**config.mk**
```make
export PLATFORM = sky130hd
export DESIGN_NAME = flash_cmd_decoder
export DESIGN_NICKNAME = d
export VERILOG_FILES = /design/src/rtl/fcd_pkg.sv /design/src/rtl/fcd_cycle_match.sv /design/src/rtl/fcd_mode_track.sv /design/src/rtl/flash_cmd_decoder.sv
export SDC_FILE = /design/constraint.sdc
export NUM_CORES = 1
export LEC_CHECK = 0
export BUFFER_PORTS_ARGS = -buffer_cell sky130_fd_sc_hd__buf_4
export CORE_UTILIZATION = 27
export CTS_CLUSTER_DIAMETER = 30
export CTS_CLUSTER_SIZE = 25
export DETAILED_ROUTE_END_ITERATION = 10
export PLACE_DENSITY = 0.51
export SYNTH_ARGS = -nofsm -noshare
export SYNTH_HDL_FRONTEND = slang
export SYNTH_SLANG_ARGS = --single-unit
```
**constraint.sdc**
```tcl
create_clock -name clk -period 1.89 [get_ports clk]
set_input_delay 0.2835 -clock clk [delete_from_list [all_inputs] [get_ports clk]]
set_output_delay 0.2835 -clock clk [all_outputs]
set_load 0.03 [all_outputs]
```
**src/rtl/fcd_pkg.sv**
```systemverilog
package fcd_pkg;

    typedef enum logic [2:0] {
        OP_RESET        = 3'd0,
        OP_PROGRAM      = 3'd1,
        OP_CHIP_ERASE   = 3'd2,
        OP_SECTOR_ERASE = 3'd3,
        OP_SUSPEND      = 3'd4,
        OP_RESUME       = 3'd5
    } op_kind_e;

    typedef enum logic [1:0] {
        MODE_READ      = 2'd0,
        MODE_ERASING   = 2'd1,
        MODE_SUSPENDED = 2'd2
    } mode_e;

    typedef enum logic [2:0] {
        SQ_IDLE,
        SQ_KEY1,
        SQ_KEY2,
        SQ_PGM,
        SQ_ERA,
        SQ_ERA_KEY1,
        SQ_ERA_KEY2
    } seq_e;

    // command byte table, index order is only used through the names below
    localparam int NCODE = 8;
    localparam logic [7:0] CMD_CODES [NCODE] =
        '{8'hAA, 8'h55, 8'hA0, 8'h80, 8'h10, 8'h30, 8'hF0, 8'hB0};
    localparam int C_KEY1  = 0;
    localparam int C_KEY2  = 1;
    localparam int C_PGM   = 2;
    localparam int C_ERA   = 3;
    localparam int C_CHIP  = 4;
    localparam int C_SECT  = 5;
    localparam int C_RST   = 6;
    localparam int C_SUSP  = 7;

    localparam logic [10:0] KEY_ADDR_A = 11'h555;
    localparam logic [10:0] KEY_ADDR_B = 11'h2AA;

endpackage

```
**src/rtl/fcd_cycle_match.sv**
```systemverilog
module fcd_cycle_match
    import fcd_pkg::*;
#(
    parameter int AW = 11,
    parameter int DW = 8
) (
    input  logic [AW-1:0]    addr,
    input  logic [DW-1:0]    data,
    output logic             at_a,
    output logic             at_b,
    output logic [NCODE-1:0] code_hit
);
    assign at_a = (addr == AW'(KEY_ADDR_A));
    assign at_b = (addr == AW'(KEY_ADDR_B));

    for (genvar i = 0; i < NCODE; i++) begin : g_code
        assign code_hit[i] = (data == DW'(CMD_CODES[i]));
    end
endmodule

```
**src/rtl/fcd_mode_track.sv**
```systemverilog
module fcd_mode_track
    import fcd_pkg::*;
(
    input  logic  clk,
    input  logic  rst_n,
    input  logic  busy,
    input  logic  ev_sector,
    input  logic  ev_suspend,
    input  logic  ev_resume,
    output mode_e mode
);
    typedef struct packed {
        mode_e mode;
        logic  busy;
    } trk_t;

    trk_t trk_d, trk_q;

    always_comb begin
        trk_d      = trk_q;
        trk_d.busy = busy;
        if (ev_sector)
            trk_d.mode = MODE_ERASING;
        else if (ev_suspend)
            trk_d.mode = MODE_SUSPENDED;
        else if (ev_resume)
            trk_d.mode = MODE_ERASING;
        else if (trk_q.mode == MODE_ERASING && trk_q.busy && !busy)
            trk_d.mode = MODE_READ;
    end

    always_ff @(posedge clk) begin
        if (!rst_n) begin
            trk_q.mode <= MODE_READ;
            trk_q.busy <= 1'b0;
        end else begin
            trk_q <= trk_d;
        end
    end

    assign mode = trk_q.mode;


    erase_done_chk: assert property (@(posedge clk) disable iff (!rst_n)
        (mode == MODE_ERASING && trk_q.busy && !busy && !ev_sector && !ev_suspend && !ev_resume)
        |=> mode == MODE_READ);
endmodule

```
**src/rtl/flash_cmd_decoder.sv**
```systemverilog
module flash_cmd_decoder
    import fcd_pkg::*;
#(
    parameter int LOW_AW = 11,
    parameter int SEC_W  = 6,
    parameter int DW     = 8
) (
    input  logic                    clk,
    input  logic                    rst_n,
    input  logic                    wr_en,
    input  logic [LOW_AW-1:0]       wr_addr,
    input  logic [SEC_W-1:0]        wr_sec,
    input  logic [DW-1:0]           wr_data,
    input  logic                    busy,
    output logic                    op_valid,
    output logic [2:0]              op_kind,
    output logic [SEC_W+LOW_AW-1:0] op_addr,
    output logic [DW-1:0]           op_data,
    output logic [1:0]              mode
);
    localparam int FAW = SEC_W + LOW_AW;

    typedef struct packed {
        seq_e           seq;
        logic           op_valid;
        op_kind_e       op_kind;
        logic [FAW-1:0] op_addr;
        logic [DW-1:0]  op_data;
    } dec_t;

    dec_t d, q;

    logic             at_a, at_b;
    logic [NCODE-1:0] hit;
    logic             ev_sector, ev_suspend, ev_resume;
    mode_e            mode_cur;

    fcd_cycle_match #(.AW(LOW_AW), .DW(DW)) u_match (
        .addr     (wr_addr),
        .data     (wr_data),
        .at_a     (at_a),
        .at_b     (at_b),
        .code_hit (hit)
    );

    fcd_mode_track u_mode (
        .clk        (clk),
        .rst_n      (rst_n),
        .busy       (busy),
        .ev_sector  (ev_sector),
        .ev_suspend (ev_suspend),
        .ev_resume  (ev_resume),
        .mode       (mode_cur)
    );

    always_comb begin
        d          = q;
        d.op_valid = 1'b0;
        ev_sector  = 1'b0;
        ev_suspend = 1'b0;
        ev_resume  = 1'b0;
        if (wr_en) begin
            if (hit[C_RST]) begin
                d.seq      = SQ_IDLE;
                d.op_valid = 1'b1;
                d.op_kind  = OP_RESET;
            end else if (busy) begin
                if (hit[C_SUSP] && mode_cur == MODE_ERASING) begin
                    d.op_valid = 1'b1;
                    d.op_kind  = OP_SUSPEND;
                    ev_suspend = 1'b1;
                end
            end else begin
                d.seq = SQ_IDLE;
                unique case (q.seq)
                    SQ_IDLE: begin
                        if (hit[C_KEY1] && at_a)
                            d.seq = SQ_KEY1;
                        else if (hit[C_SECT] && mode_cur == MODE_SUSPENDED) begin
                            d.op_valid = 1'b1;
                            d.op_kind  = OP_RESUME;
                            ev_resume  = 1'b1;
                        end
                    end
                    SQ_KEY1:
                        if (hit[C_KEY2] && at_b) d.seq = SQ_KEY2;
                    SQ_KEY2: begin
                        if (at_a && hit[C_PGM])      d.seq = SQ_PGM;
                        else if (at_a && hit[C_ERA]) d.seq = SQ_ERA;
                    end
                    SQ_PGM: begin
                        d.op_valid = 1'b1;
                        d.op_kind  = OP_PROGRAM;
                    end
                    SQ_ERA:
                        if (hit[C_KEY1] && at_a) d.seq = SQ_ERA_KEY1;
                    SQ_ERA_KEY1:
                        if (hit[C_KEY2] && at_b) d.seq = SQ_ERA_KEY2;
                    SQ_ERA_KEY2: begin
                        if (hit[C_CHIP] && at_a) begin
                            d.op_valid = 1'b1;
                            d.op_kind  = OP_CHIP_ERASE;
                        end else if (hit[C_SECT]) begin
                            d.op_valid = 1'b1;
                            d.op_kind  = OP_SECTOR_ERASE;
                            ev_sector  = 1'b1;
                        end
                    end
                    default: d.seq = SQ_IDLE;
                endcase
            end
            if (d.op_valid) begin
                d.op_addr = {wr_sec, wr_addr};
                d.op_data = wr_data;
            end
        end
    end

    always_ff @(posedge clk) begin
        if (!rst_n) begin
            q.seq      <= SQ_IDLE;
            q.op_valid <= 1'b0;
            q.op_kind  <= OP_RESET;
            q.op_addr  <= '0;
            q.op_data  <= '0;
        end else begin
            q <= d;
        end
    end

    assign op_valid = q.op_valid;
    assign op_kind  = q.op_kind;
    assign op_addr  = q.op_addr;
    assign op_data  = q.op_data;
    assign mode     = mode_cur;


    op_pulse_chk: assert property (@(posedge clk) disable iff (!rst_n)
        op_valid |-> $past(wr_en));


    pgm_payload_chk: assert property (@(posedge clk) disable iff (!rst_n)
        (op_valid && op_kind == OP_PROGRAM)
        |-> (op_data == $past(wr_data) && op_addr == {$past(wr_sec), $past(wr_addr)}));


    sector_mode_chk: assert property (@(posedge clk) disable iff (!rst_n)
        (op_valid && op_kind == OP_SECTOR_ERASE) |-> mode == MODE_ERASING);


    suspend_gate_chk: assert property (@(posedge clk) disable iff (!rst_n)
        (op_valid && op_kind == OP_SUSPEND) |-> ($past(busy) && $past(mode) == MODE_ERASING));


    suspend_entry_chk: assert property (@(posedge clk) disable iff (!rst_n)
        (mode == MODE_SUSPENDED && $past(mode) != MODE_SUSPENDED)
        |-> (op_valid && op_kind == OP_SUSPEND));


    busy_quiet_chk: assert property (@(posedge clk) disable iff (!rst_n)
        (op_valid && $past(busy)) |-> (op_kind == OP_RESET || op_kind == OP_SUSPEND));
endmodule

```
==> results of run 1 <==
[registers in the layout (all words and copies together) (netlist names)]
signal	flops
u_mode.trk_q	1
op_data	8
q	3
op_kind	3
op_valid	1
u_mode.mode	2
op_addr	17
[logic make-up (layout without fill, tap and decap cells)]
family,Yosys count,in the layout,synth area share (%)
buf+inv,45,86,16.2
simple gates,103,103,26.4
flops,35,35,35.7
compound gates,19,19,6.50
xor+xnor,1,1,0.446
mux,29,29,14.8
[area by class of cell]
class / count / area [um^2] / area share (%)
clock inverter: 3 / 67.6 / 2.71
timing repair buffer: 75 / 576 / 23.1
tap: 96 / 120 / 4.81
sequential: 35 / 701 / 28.1
multi-input combinational: 152 / 952 / 38.1
clock buffer: 5 / 68.8 / 2.76
inverter: 3 / 11.3 / 0.451
[timing repair]
action	4_1_cts	5_1_grt
hold buffers	0	0
endpoints found under the setup margin	0	24
gates resized for setup	0	1
hold endpoints to repair	0	0
setup buffers	0	0
[through the flow]
step | setup TNS [ps] | std cells | power (mW) | cell area (um^2)
6_report | 0 | 369 | 1.70 | 2500
2_1_floorplan | 0 | 232 | 0.813 | 1960
3_5_place_dp | -1730 | 361 | 0.895 | 2350
3_3_place_gp | -3.92 | 361 | 0.894 | 2350
5_1_grt | 0 | 369 | 1.77 | 2500
4_1_cts | 0 | 369 | 1.73 | 2490
[placed cells by master (no fill, tap or decap), drive strengths merged, types with 2 or more instances in the layout]
cell	instances
dfxtp	35
nand4	4
bufinv	2
nor3b	2
nand3	3
a21oi	2
o21ai	7
nor4	2
nor2	8
inv	3
nand2	61
nor4bb	6
mux2i	29
and4b	2
buf	75
nor3	4
nor2b	3
and2	3
a32oi	2
clkbuf	5
[worst max path at each step]
stage | from | end | slack, ps | cells after the start
global placement | wr_addr[7] | op_addr[10]$_SDFFE_PN0P_ | -4 | 7
detailed placement | wr_addr[7] | op_addr[16]$_SDFFE_PN0P_ | -80 | 7
CTS | u_mode.mode[0]$_SDFFE_PN0P_ | op_addr[16]$_SDFFE_PN0P_ | 120 | 6
global route | q[29]$_SDFFE_PN0P_ | op_addr[10]$_SDFFE_PN0P_ | 0.5 | 6
floorplan | q[30]$_SDFFE_PN0P_ | op_addr[10]$_SDFFE_PN0P_ | 160 | 8
finish | q[31]$_SDFFE_PN0P_ | op_valid$_SDFF_PN0_ | 140 | 6
[power groups by stage]
| stage | Combinational, mW | Sequential (mW) | Clock (mW) |
|---|---|---|---|
| 4_1_cts | 0.139 | 0.738 | 0.855 |
| 5_1_grt | 0.154 | 0.739 | 0.879 |
| 3_3_place_gp | 0.138 | 0.756 | 0 |
| 6_report | 0.138 | 0.739 | 0.823 |
| 3_5_place_dp | 0.139 | 0.756 | 0 |
| 2_1_floorplan | 0.0572 | 0.756 | 0 |
[worst max-delay path: stages, from the launching register on]
cell,delay [ps]
dfxtp_1,470
nor4b_2,90
a21oi_1,190
o21ai_1,130
o311a_2,420
buf_12,180
and2_1,160
[cell usage after synthesis, drive strengths merged (2+ instances only)]
cell,instances,share of area (%)
and2,3,0.96
inv,3,0.57
a32oi,2,0.89
nor3b,2,1.3
mux2i,29,15
buf,35,14
and4b,2,1.0
nand3,3,0.76
nor2b,3,0.96
dfxtp,35,36
clkbuf,7,1.3
nor3,4,1.0
o21ai,7,1.8
nor2,8,1.5
nand4,4,1.3
nor4bb,6,3.1
nand2,61,12
a21oi,2,0.51
nor4,2,0.64
[per-layer routing]
| layer | GRT usage, % | up-vias |
|---|---|---|
| met1 | 16.6 | 746 |
| met3 | 3.03 | 6 |
| met5 | 0 | - |
| met4 | 5.37 | 0 |
| met2 | 20.4 | 44 |
| li1 | - | 839 |
==> impl_metrics.env, run 1 <==
export IMPL_fin_util_pct=36.1
export IMPL_status="completed"
export IMPL_ys_flop_type="dfxtp_1"
export IMPL_hpwl_mm=3.38
export IMPL_highest_layer="met4"
export IMPL_p_int_mw=1.33
export IMPL_cts_buffers=5
export IMPL_hold_start="wr_sec[2]"
export IMPL_dieArea_um2=7620
export IMPL_fmax_mhz=571
export IMPL_dr_pass1_iters=4
export IMPL_drive_above_1_share_pct=31.9
export IMPL_dr_wl_met2_mm=2.05
export IMPL_worst_slew_pin_slew_ps=477
export IMPL_power_frac_comb_pct=8.1
export IMPL_syn_avg_cell_area_um2=8.46
export IMPL_layout_setup_ws_ps=140
export IMPL_drtIter0Drc=86
export IMPL_critPathKind="reg2reg"
export IMPL_hold_viol_final=0
export IMPL_ir_drop_mv=0.270
export IMPL_final_nets=301
export IMPL_pre_cts_ws_ps=-78.5
export IMPL_die_h_um=87.3
export IMPL_powerDensity_nw_per_um2=681
export IMPL_wl_met3_um=246
export IMPL_antenna_found_initial=0
export IMPL_portBuffers=59
export IMPL_async_flop_share_pct=0
export IMPL_worst_r2r_endpoint="op_valid$_SDFF_PN0_"
export IMPL_rsz0062_at_grt="no"
export IMPL_clock_latency_ps=300
export IMPL_syn_area_um2=1960
export IMPL_min_path_type="in2reg"
export IMPL_holdPathEnd="op_addr[13]$_SDFFE_PN0P_"
export IMPL_grt_overflow=0
export IMPL_grt_first_pass_wirelength_mm=7.55
export IMPL_sequentialPowerShare_pct=43.5
export IMPL_area_growth_pct=27.2
export IMPL_cp_end_kind="flop"
export IMPL_routed_wl_mm=4.59
export IMPL_yosysUniqueCellTypes=37
export IMPL_startpoint_type="flop"
export IMPL_ys_seq_area_share_pct=35.7
export IMPL_rows=30
export IMPL_clock_sinks=35
export IMPL_wl_per_cell_um=12.4
export IMPL_timing_slew_headroom_pct=68.2
export IMPL_initial_core_util_pct=28.4
export IMPL_cts_tree="built"
export IMPL_ys_ff_latch=35
export IMPL_syn_inst=232
export IMPL_detail_route_antenna_nets=0
export IMPL_fin_crit_ps=1750
export IMPL_cts_path_max_buffers=2
export IMPL_die_x_um=87.3
export IMPL_r2r_slack_ps=140
export IMPL_yosysWarningCount=0
export IMPL_swShare_pct=21.6
export IMPL_p_leak_nw=1.01
export IMPL_min_period_over_period_pct=92.6
export IMPL_required_ps=2090
export IMPL_arrival_ps=1950
export IMPL_syn_nets=261
export IMPL_pwr_share_clk_pct=48.4
export IMPL_grt_max_degree=52
export IMPL_skew_ps=9.70
export IMPL_grtUsageTotal_pct=12.8
export IMPL_power_switching_uw=367
export IMPL_htree_num_levels=2
export IMPL_maxSlewViolCount=0
export IMPL_drc=0
export IMPL_fillers=741
export IMPL_diodes=0
export IMPL_vias_per_cell=4.43
export IMPL_hold_depth=3
export IMPL_gp_congestion=0.790
export IMPL_num_vias=1635
export IMPL_synth_edf_count=0
export IMPL_r2r_cells=6
export IMPL_path_clk_slew_ps=80
export IMPL_root_buffer="clkbuf_8"
export IMPL_max_cap_violations=0
export IMPL_r2r_start="q[31]$_SDFFE_PN0P_"
export IMPL_setup_viol=0
export IMPL_ioPinCount=60
export IMPL_met1_length_mm=2.22
export IMPL_cp_max_fo=22
export IMPL_first_global_vias=1555
export IMPL_core_area_um2=6910
export IMPL_timing_hold_ws_ps=234
Power figures use the tool's default switching activity.
==> inputs of run 2 (changes only) <==
--- a/config.mk
+++ b/config.mk
@@ -5,12 +5,14 @@
 export SDC_FILE = /design/constraint.sdc
 export NUM_CORES = 1
 export LEC_CHECK = 0
-export BUFFER_PORTS_ARGS = -buffer_cell sky130_fd_sc_hd__buf_4
 export CORE_UTILIZATION = 27
 export CTS_CLUSTER_DIAMETER = 30
 export CTS_CLUSTER_SIZE = 25
 export DETAILED_ROUTE_END_ITERATION = 10
-export PLACE_DENSITY = 0.51
+export DONT_BUFFER_PORTS = 1
+export GPL_TIMING_DRIVEN = 0
+export PLACE_DENSITY = 0.44
+export SLEW_MARGIN = 25
 export SYNTH_ARGS = -nofsm -noshare
 export SYNTH_HDL_FRONTEND = slang
 export SYNTH_SLANG_ARGS = --single-unit
==> run 2 against run 1 <==
Sequential power barely moved. Final area fell by 6.1%. Highest routed layer unchanged. Global-route usage fell by 0.39 points. Cell count fell by 6.8%. Flip-flop and latch count did not move. Combinational power fell by 46%. Count of clock-buffer cells in the layout rose by 1. Setup slack got worse by 76 ps.
==> impl_metrics.env, run 2 (synthesis gave the netlist of run 1 again) <==
export IMPL_dr_pass1_iters=4
export IMPL_path_cells="and3b_1 -> o2111a_1 -> o311a_1 -> buf_6 -> clkbuf_16 -> and2_1"
export IMPL_wl_per_cell_um=13.7
export IMPL_drtIter0Drc=34
export IMPL_drive_above_1_share_pct=24.6
export IMPL_stdcell_count=344
export IMPL_detail_route_antenna_nets=0
export IMPL_cts_path_max_buffers=2
export IMPL_die_h_um=87.3
export IMPL_portBuffers=0
export IMPL_dp_cells=328
export IMPL_grtUsageTotal_pct=12.5
export IMPL_worst_slew_pin_slew_ps=494
export IMPL_grtUsageMet2_pct=19.0
export IMPL_first_global_vias=1424
export IMPL_die_x_um=87.3
export IMPL_timing_slew_headroom_pct=67.1
export IMPL_hpwl_mm=3.48
export IMPL_design_area_um2=2340
export IMPL_dieArea_um2=7620
export IMPL_regMostFlops="op_addr"
export IMPL_num_vias=1576
export IMPL_fmax_mhz=548
export IMPL_diodes=0
export IMPL_fillers=757
export IMPL_max_cap_violations=0
export IMPL_initial_core_util_pct=28.4
export IMPL_grt_use_met3_pct=6.16
export IMPL_skew_ps=3.97
export IMPL_routed_wl_mm=4.72
export IMPL_ir_drop_mv=0.234
export IMPL_required_ps=2080
export IMPL_root_buffer="clkbuf_8"
export IMPL_cts_hold_buffers_added=0
export IMPL_place_area_um2=2080
export IMPL_min_period_over_period_pct=96.6
export IMPL_path_clk_slew_ps=70
export IMPL_setup_viol=0
export IMPL_maxSlewViolCount=0
export IMPL_clock_latency_ps=290
export IMPL_cp_top_family="compound AO/OA/AOI/OAI gates"
export IMPL_cp_buffers_inverters=2
export IMPL_area_growth_pct=19.4
export IMPL_clock_sinks=35
export IMPL_rows=30
export IMPL_grt_first_pass_wirelength_mm=7.18
export IMPL_largest_reg_flops=17
export IMPL_drc=0
export IMPL_ioPinCount=60
export IMPL_startpoint_type="flop"
export IMPL_vias_per_cell=4.58
export IMPL_fin_crit_ps=1830
export IMPL_final_setup_tns_ps=0
export IMPL_cpMaxStageDelayCell="dfxtp_1"
export IMPL_grtUsageMet1_pct=15.6
export IMPL_final_nets=276
export IMPL_cp_max_fo=7
export IMPL_min_path_type="in2reg"
export IMPL_layout_setup_ws_ps=64.0
export IMPL_cp_end_kind="flop"
export IMPL_antenna_found_initial=0
export IMPL_mostFrequentLayoutCells="nand2_1 (61), buf_4 (36), dfxtp_1 (33), mux2i_1 (29), nor2_1 (8)"
export IMPL_grt_most_used_layer="met2"
export IMPL_arrival_ps=2020
export IMPL_critPathKind="reg2reg"
export IMPL_grt_max_degree=12
export IMPL_grt_overflow=0
export IMPL_core_area_um2=6910
export IMPL_cts_buffers=5
export IMPL_p_leak_nw=0.884
export IMPL_status="completed"
export IMPL_htree_num_levels=2
export IMPL_pre_cts_ws_ps=-163
export IMPL_hold_viol_final=0
export IMPL_powerDensity_nw_per_um2=651
export IMPL_layout_commonest_cell="nand2_1"
export IMPL_largest_registers="op_addr (17), op_data (8)"
export IMPL_gp_congestion=0.838
export IMPL_cp_slowest_stage_delay_ps=440
export IMPL_cts_tree="built"
-- run 2: cell count changes in the layout (fill, tap and decap cells not counted), sizes merged --
cell | previous run | this run
clkbuf | 5 | 14
bufinv | 2 | 1
clkinv | 0 | 1
buf | 75 | 42
clkinvlp | 1 | 0
-- run 2: stage by stage --
step / hold WS [ps] / util, % / total power [mW]
after floorplan: 426 / - / 0.813
after global placement: 429 / 30.2 / 0.831
after detailed placement: 433 / 30.2 / 0.830
after CTS: 112 / 32.2 / 1.55
after global routing: 109 / 33.9 / 1.59
final: 124 / 33.9 / 1.53
-- run 2: final timing paths --
check	to	slack, ps	start	depth (start not counted)
worst min register to register	op_addr[4]$_SDFFE_PN0P_	460	op_addr[4]$_SDFFE_PN0P_	2
worst max-delay path	op_valid$_SDFF_PN0_	60	u_mode.mode[1]$_SDFFE_PP0P_	6
worst max register to register	op_valid$_SDFF_PN0_	60	u_mode.mode[1]$_SDFFE_PP0P_	6
worst min-delay path	op_addr[4]$_SDFFE_PN0P_	120	wr_addr[4]	2
-- run 2: cell type report --
class                           instances  area [um^2]  share of cell area, %
Clock buffer                            6         82.6                   3.52
Buffer                                 42          313                   13.3
Tap cell                               96          120                   5.13
Sequential cell                        35          706                   30.1
Inverter                                3         11.3                  0.481
Multi-Input combinational cell        152          991                   42.3
Timing Repair Buffer                    8         85.1                   3.63
Clock inverter                          2         35.0                   1.49
-- run 2: worst register-to-register path: stages, from the launching register on --
cell       delay, ps
dfxtp_1          440
and3b_1          210
o2111a_1         240
o311a_1          370
buf_6            160
clkbuf_16        160
and2_1           150
-- run 2: repair_timing --
| action | CTS | global route |
|---|---|---|
| setup buffers | 2 | 5 |
| gates cloned | 0 | 1 |
| pin swaps | 1 | 6 |
| setup endpoints to repair | 23 | 27 |
| gates resized for setup | 2 | 15 |
-- run 2: where the power goes --
group | switching (mW) | internal (mW) | leakage [nW]
Clock | 0.287 | 0.427 | 0.0612
Sequential | 0.000461 | 0.737 | 0.283
Combinational | 0.0457 | 0.0286 | 0.539
-- run 2: routing by layer --
layer / share of wire, % / vias up
li1: - / 795
met1: 46 / 732
met5: 0 / -
met4: 1.5 / 0
met3: 8.8 / 6
met2: 44 / 43
